--- config.mk ---
export PLATFORM = sky130hd
export DESIGN_NAME = txe_irq_ctrl
export DESIGN_NICKNAME = d
export VERILOG_FILES = /design/src/rtl/txe_pkg.sv /design/src/rtl/txe_occ_track.sv /design/src/rtl/txe_char_timer.sv /design/src/rtl/txe_pend.sv /design/src/rtl/txe_irq_ctrl.sv
export SDC_FILE = /design/constraint.sdc
export NUM_CORES = 1
export LEC_CHECK = 0
export BUFFER_PORTS_ARGS = -buffer_cell sky130_fd_sc_hd__buf_2
export CAP_MARGIN = 5
export CORE_MARGIN = 2
export CORE_UTILIZATION = 48
export DETAILED_ROUTE_END_ITERATION = 10
export PLACE_DENSITY_LB_ADDON = 0.1
export RECOVER_POWER = 100
export SKIP_LAST_GASP = 1
export SLEW_MARGIN = 30
export SYNTH_ARGS = -nofsm -noshare
export SYNTH_HDL_FRONTEND = slang
export SYNTH_HIERARCHICAL = 1
export SYNTH_SLANG_ARGS = --single-unit
--- constraint.sdc ---
create_clock -name clk -period 2.9 [get_ports clk]
set_input_delay 0.29 -clock clk [delete_from_list [all_inputs] [get_ports clk]]
set_output_delay 0.29 -clock clk [all_outputs]
set_load 0.02 [all_outputs]
--- src/rtl/txe_pkg.sv ---
package txe_pkg;

    localparam int unsigned TXE_DEPTH   = 16;
    localparam int unsigned TXE_FRAME_W = 4;
    localparam int unsigned TXE_MULTI   = 2;

    // Occupancy-derived event bundle handed from the tracker to the control
    typedef struct packed {
        logic now_empty;   // occupancy is zero this cycle
        logic went_empty;  // occupancy just reached zero (status was clear)
        logic was_multi;   // two or more were held since status last set
    } txe_evt_t;

    // Why the pending request is being set this cycle
    typedef enum logic [1:0] {
        SET_NONE  = 2'd0,
        SET_DRAIN = 2'd1,
        SET_TIMER = 2'd2,
        SET_MODE  = 2'd3
    } txe_set_e;

    // Bit times to wait: whole character minus its final stop bit
    function automatic int unsigned char_delay(input int unsigned frame);
        return (frame < 2) ? 1 : frame - 1;
    endfunction

endpackage

--- src/rtl/txe_occ_track.sv ---
module txe_occ_track
    import txe_pkg::*;
#(
    parameter int unsigned CNT_W = 5,
    parameter int unsigned MULTI = 2
) (
    input  logic             clk,
    input  logic             rst,
    input  logic [CNT_W-1:0] tx_count,
    input  logic             shift_busy,
    output logic             fifo_empty,
    output logic             tx_idle,
    output txe_evt_t         evt
);
    localparam logic [CNT_W-1:0] MULTI_LVL = CNT_W'(MULTI);

    logic empty_q;
    logic idle_q;
    logic multi_q;
    logic zero_now;

    assign zero_now = (tx_count == '0);

    always_ff @(posedge clk) begin
        if (rst) begin
            empty_q <= 1'b1;
            idle_q  <= 1'b1;
            multi_q <= 1'b0;
        end else begin
            empty_q <= zero_now;
            idle_q  <= zero_now && !shift_busy;
            if (tx_count >= MULTI_LVL) begin
                multi_q <= 1'b1;
            end else if (zero_now && !empty_q) begin
                multi_q <= 1'b0;
            end
        end
    end

    assign fifo_empty     = empty_q;
    assign tx_idle        = idle_q;
    assign evt.now_empty  = zero_now;
    assign evt.went_empty = zero_now && !empty_q;
    assign evt.was_multi  = multi_q;

    AST_IDLE_IMPLIES_EMPTY: assert property (@(posedge clk) disable iff (rst)
        tx_idle |-> fifo_empty);

    AST_MULTI_CLEARED_ON_EMPTY: assert property (@(posedge clk) disable iff (rst)
        $rose(empty_q) |-> !multi_q);

endmodule

--- src/rtl/txe_char_timer.sv ---
module txe_char_timer
    import txe_pkg::*;
#(
    parameter int unsigned FRAME_W = 4
) (
    input  logic               clk,
    input  logic               rst,
    input  logic               start,
    input  logic               cancel,
    input  logic               tick,
    input  logic [FRAME_W-1:0] frame_bits,
    output logic               busy,
    output logic               expire
);
    localparam logic [FRAME_W-1:0] ONE = FRAME_W'(1);

    logic [FRAME_W-1:0] cnt_q;
    logic               busy_q;

    assign expire = busy_q && tick && !cancel && (cnt_q == ONE);
    assign busy   = busy_q;

    always_ff @(posedge clk) begin
        if (rst) begin
            busy_q <= 1'b0;
            cnt_q  <= '0;
        end else if (cancel) begin
            busy_q <= 1'b0;
        end else if (start) begin
            busy_q <= 1'b1;
            cnt_q  <= FRAME_W'(char_delay(int'(frame_bits)));
        end else if (busy_q && tick) begin
            if (cnt_q == ONE) begin
                busy_q <= 1'b0;
            end
            cnt_q <= cnt_q - ONE;
        end
    end

    AST_TIMER_NONZERO: assert property (@(posedge clk) disable iff (rst)
        busy_q |-> (cnt_q != '0));

    AST_TIMER_HOLDS_NO_TICK: assert property (@(posedge clk) disable iff (rst)
        (busy_q && !tick && !cancel && !start) |=> (busy_q && $stable(cnt_q)));

endmodule

--- src/rtl/txe_pend.sv ---
module txe_pend
    import txe_pkg::*;
(
    input  logic     clk,
    input  logic     rst,
    input  txe_set_e set_src,
    input  logic     clr,
    output logic     pending
);
    logic pend_q;

    always_ff @(posedge clk) begin
        if (rst) begin
            pend_q <= 1'b0;
        end else if (clr) begin
            pend_q <= 1'b0;
        end else if (set_src != SET_NONE) begin
            pend_q <= 1'b1;
        end
    end

    assign pending = pend_q;

    AST_CLEAR_WINS: assert property (@(posedge clk) disable iff (rst)
        clr |=> !pending);

    AST_SET_TAKES: assert property (@(posedge clk) disable iff (rst)
        (set_src != SET_NONE && !clr) |=> pending);

endmodule

--- src/rtl/txe_irq_ctrl.sv ---
module txe_irq_ctrl
    import txe_pkg::*;
#(
    parameter int unsigned DEPTH   = TXE_DEPTH,
    parameter int unsigned FRAME_W = TXE_FRAME_W,
    parameter int unsigned MULTI   = TXE_MULTI,
    localparam int unsigned CNT_W  = $clog2(DEPTH + 1)
) (
    input  logic               clk,
    input  logic               rst,
    input  logic               fifo_en,
    input  logic               thre_ie,
    input  logic [CNT_W-1:0]   tx_count,
    input  logic               thr_wr,
    input  logic               iir_rd,
    input  logic               shift_busy,
    input  logic               baud_tick,
    input  logic [FRAME_W-1:0] frame_bits,
    output logic               irq,
    output logic               fifo_empty,
    output logic               tx_idle
);
    txe_evt_t evt;
    txe_set_e set_src;
    logic     fen_q;
    logic     mode_chg;
    logic     need_delay;
    logic     tmr_start;
    logic     tmr_cancel;
    logic     tmr_busy;
    logic     tmr_expire;
    logic     pending;

    txe_occ_track #(
        .CNT_W (CNT_W),
        .MULTI (MULTI)
    ) u_track (
        .clk        (clk),
        .rst        (rst),
        .tx_count   (tx_count),
        .shift_busy (shift_busy),
        .fifo_empty (fifo_empty),
        .tx_idle    (tx_idle),
        .evt        (evt)
    );

    always_ff @(posedge clk) begin
        fen_q <= fifo_en;
    end

    assign mode_chg   = !rst && (fifo_en != fen_q);
    assign need_delay = fifo_en && !evt.was_multi;
    assign tmr_start  = evt.went_empty && need_delay;
    assign tmr_cancel = thr_wr || !evt.now_empty || mode_chg;

    txe_char_timer #(
        .FRAME_W (FRAME_W)
    ) u_timer (
        .clk        (clk),
        .rst        (rst),
        .start      (tmr_start),
        .cancel     (tmr_cancel),
        .tick       (baud_tick),
        .frame_bits (frame_bits),
        .busy       (tmr_busy),
        .expire     (tmr_expire)
    );

    always_comb begin
        set_src = SET_NONE;
        if (mode_chg && evt.now_empty) begin
            set_src = SET_MODE;
        end else if (evt.went_empty && !need_delay) begin
            set_src = SET_DRAIN;
        end else if (tmr_expire) begin
            set_src = SET_TIMER;
        end
    end

    txe_pend u_pend (
        .clk     (clk),
        .rst     (rst),
        .set_src (set_src),
        .clr     (thr_wr || iir_rd),
        .pending (pending)
    );

    assign irq = pending && thre_ie;

    AST_DELAY_ONLY_WHEN_EMPTY: assert property (@(posedge clk) disable iff (rst)
        tmr_busy |-> fifo_empty);

    AST_NO_DELAY_OUTSIDE_FIFO: assert property (@(posedge clk) disable iff (rst)
        (!fifo_en && !$past(fifo_en)) |-> !tmr_busy);

    AST_MODE_CHANGE_RAISES: assert property (@(posedge clk) disable iff (rst)
        (mode_chg && evt.now_empty && !thr_wr && !iir_rd) |=> pending);

endmodule

==> results.md <==
* Outcome: complete, no violations
* Max-cap viol count at 0
* Most frequent cell after synthesis: inv_1
* Share of the synthesized area in the top cell type at 31.4%
* 1st-iter DRT viols at 12
* Post_cts resized at 0
* Design Area, Final at 752 sq um
* Final Critical Period at 2.24 ns
* Synth cell count leaders: inv_1 (11), dfxtp_1 (10), nor2_1 (5)
* Row cnt at 13
* Final setup viols at 0
* Setup Buffers After CTS at 0
* Routed WL at 1.24 mm
* WL/cell at 11.2 microns
* Routed Antenna Nets at 0
* Total CTS buffers at 3
* Crit. End Element: flip-flop
* Synth area leaders: dfxtp_1 (31%), inv_1 (6.5%), ha_1 (5.9%), a21oi_1 (3.1%), a22o_2 (3.1%)
* Drt pass-1 iters at 4
* Ys Warns at 6
* Post-synth top area cell: dfxtp_1
* GRT Util Overall at 18.2%
* RSZ-0062 raised after global routing: false
* DP Cell Count at 106
* Root Driver: clkbuf_4
* Residual DRC at 0
* CTS tree: built
* Register bit total from synthesis at 10
* Final Slew Violations at 0
* DR vias at 595
* Cells after synthesis at 75
* Layout cells sized above 1 at 26.3%
* Cell leakage power at 0.295 nW
* F_max at 446 MHz
* Cts hold-fix bufs at 0
* Hold_ws at 0.177 ns
* Die W at 40.4 microns
* Post-synth ARST share at 0%
* Critical setup path kind: in -> reg
* Setup TNS at 0 ns
* I/O pin cnt at 20
* Pwr per Cell Area at 402 nW/um^2
* FF-to-FF setup slack at 1.04 ns
* Clock skew at 0.00304 ns
* Core ar. at 1270 sq um
* DP Worst Slack at 0.588 ns
* Final Worst Setup Slack at 0.659 ns
* Nets at 116
* Clock power frac at 42.7%
* Largest net degree at the start of global routing at 11
* HPWL after detailed placement at 978 microns
* Crit path launch type: input pin
* Initial Utilization at 50.2%
* First-pass GRT wire length at 1.90 mm
* Max VDD drop at 0.297 mV
* Clock slew at reported path FFs at 0.07 ns
* Die area at 1630 sq um
* Share of power burned in registers at 46.9%
* Clock tree sinks at 10
* Max clock buf depth at 2
* H-tree Lvls at 1
* Layout Cells excl Fill at 110
* Layout area overhead at 18.1%
* Final period utilization at 77.3%
* DIE HEIGHT at 40.4 microns
* Initial antenna violation count at 0
* IO buf count at 19
* Placed instance area at 733 sq um
* Vias in the first global route at 489
* Slew headroom at 75.1%
* Antenna diode count at 0
* Int Pwr at 231 uW
* Slew @ Worst Pin at 0.369 ns
* Crit path required time at 3.10 ns
* Worst hold-check path type: in -> reg
* Cell area after synthesis at 637 sq um
* Post-synthesis sequential area ratio at 31.4%
* GRT Residual Overflow at 0
* Worst-skew pair later-pin latency at 0.27 ns
* GP Congestion at 0.782
* Syn nets at 95
* EDFF count, synth at 0
* Final Hold Viols at 0
* Distinct cells, synth at 35
* Comb power frac at 10.3%
* Crit path max fanout at 9
* Syn Area/Cell at 8.49 sq um
* Sw Ratio at 23.7%
* Vias per inst at 5.41
* Worst Path Arrival at 2.44 ns
* NetSw at 71.6 uW
* Synth Flop Type: dfxtp_1
[layout by cell type (no fill, tap or decap), drive strengths merged, types with 2 or more instances in the layout]
cell / instances
dfxtp: 10
o21a: 2
a22o: 2
clkbuf: 9
o31ai: 2
inv: 11
buf: 15
nand2: 2
o311a: 2
o21ai: 3
nor3: 4
nor2: 5
a21oi: 4
ha: 3
or2: 2
[worst paths after layout]
kind / cells past startpoint / from / to
setup reg to reg: 7 / u_track/fifo_empty$_SDFF_PP1_ / u_timer/cnt_q[0]$_SDFFE_PP0P_
hold / removal: 1 / fifo_en / fen_q$_DFF_P_
hold reg to reg: 2 / u_timer/cnt_q[3]$_SDFFE_PP0P_ / u_timer/cnt_q[3]$_SDFFE_PP0P_
setup / recovery: 9 / tx_count[4] / u_timer/cnt_q[0]$_SDFFE_PP0P_
[critical path, stage by stage]
cell and delay, ns:
buf_2 0.09, or4_1 0.60, nor3_1 0.30, inv_1 0.07, nor2_1 0.10, clkbuf_1 0.31
a21oi_1 0.16, a2111o_1 0.37, a21oi_1 0.14
[through the flow]
step / power (mW) / util, %
after global routing: 0.319 / 59.3
after floorplan: 0.161 / -
after global placement: 0.178 / 57.8
after detailed placement: 0.179 / 57.8
final: 0.303 / 59.3
after CTS: 0.308 / 60.7
[power groups by stage]
stage / sequential [mW] / combinational [mW] / clock (mW)
4_1_cts: 0.142 / 0.0334 / 0.133
6_report: 0.142 / 0.0312 / 0.129
3_5_place_dp: 0.145 / 0.0334 / 0
5_1_grt: 0.142 / 0.0350 / 0.142
3_3_place_gp: 0.145 / 0.0328 / 0
2_1_floorplan: 0.147 / 0.0134 / 0
[kinds of logic after synthesis]
logic type | count (synthesis) | synth area share [%]
flops | 10 | 31.4
xor+xnor | 1 | 1.38
simple gates | 22 | 20.2
buf+inv | 15 | 10.4
mux | 1 | 1.57
compound gates | 23 | 29.1
fa+ha+maj | 3 | 5.89
[routing by layer]
metal | share of wire [%] | up-vias | track usage (%)
met5 | 0 | - | 0
met4 | 1.1 | 0 | 10.0
met3 | 5.6 | 2 | 6.67
met2 | 43 | 12 | 27.8
met1 | 50 | 266 | 21.9
li1 | - | 315 | -
[registers in the layout (all words and copies together), names as in the netlist]
signal	flops
u_track/multi_q	1
u_track/fifo_empty	1
u_track/tx_idle	1
fen_q	1
u_pend/pending	1
u_timer/busy	1
u_timer/cnt_q	4
[cell type report]
class	instances	area (sq um)
Timing Repair Buffer	20	93.8
Sequential cell	10	200
Multi-Input combinational cell	50	362
Inverter	11	41.3
Tap cell	15	18.8
Clock buffer	4	36.3
Fill cell	133	517
No activity file was read; power rests on OpenSTA's default activity.
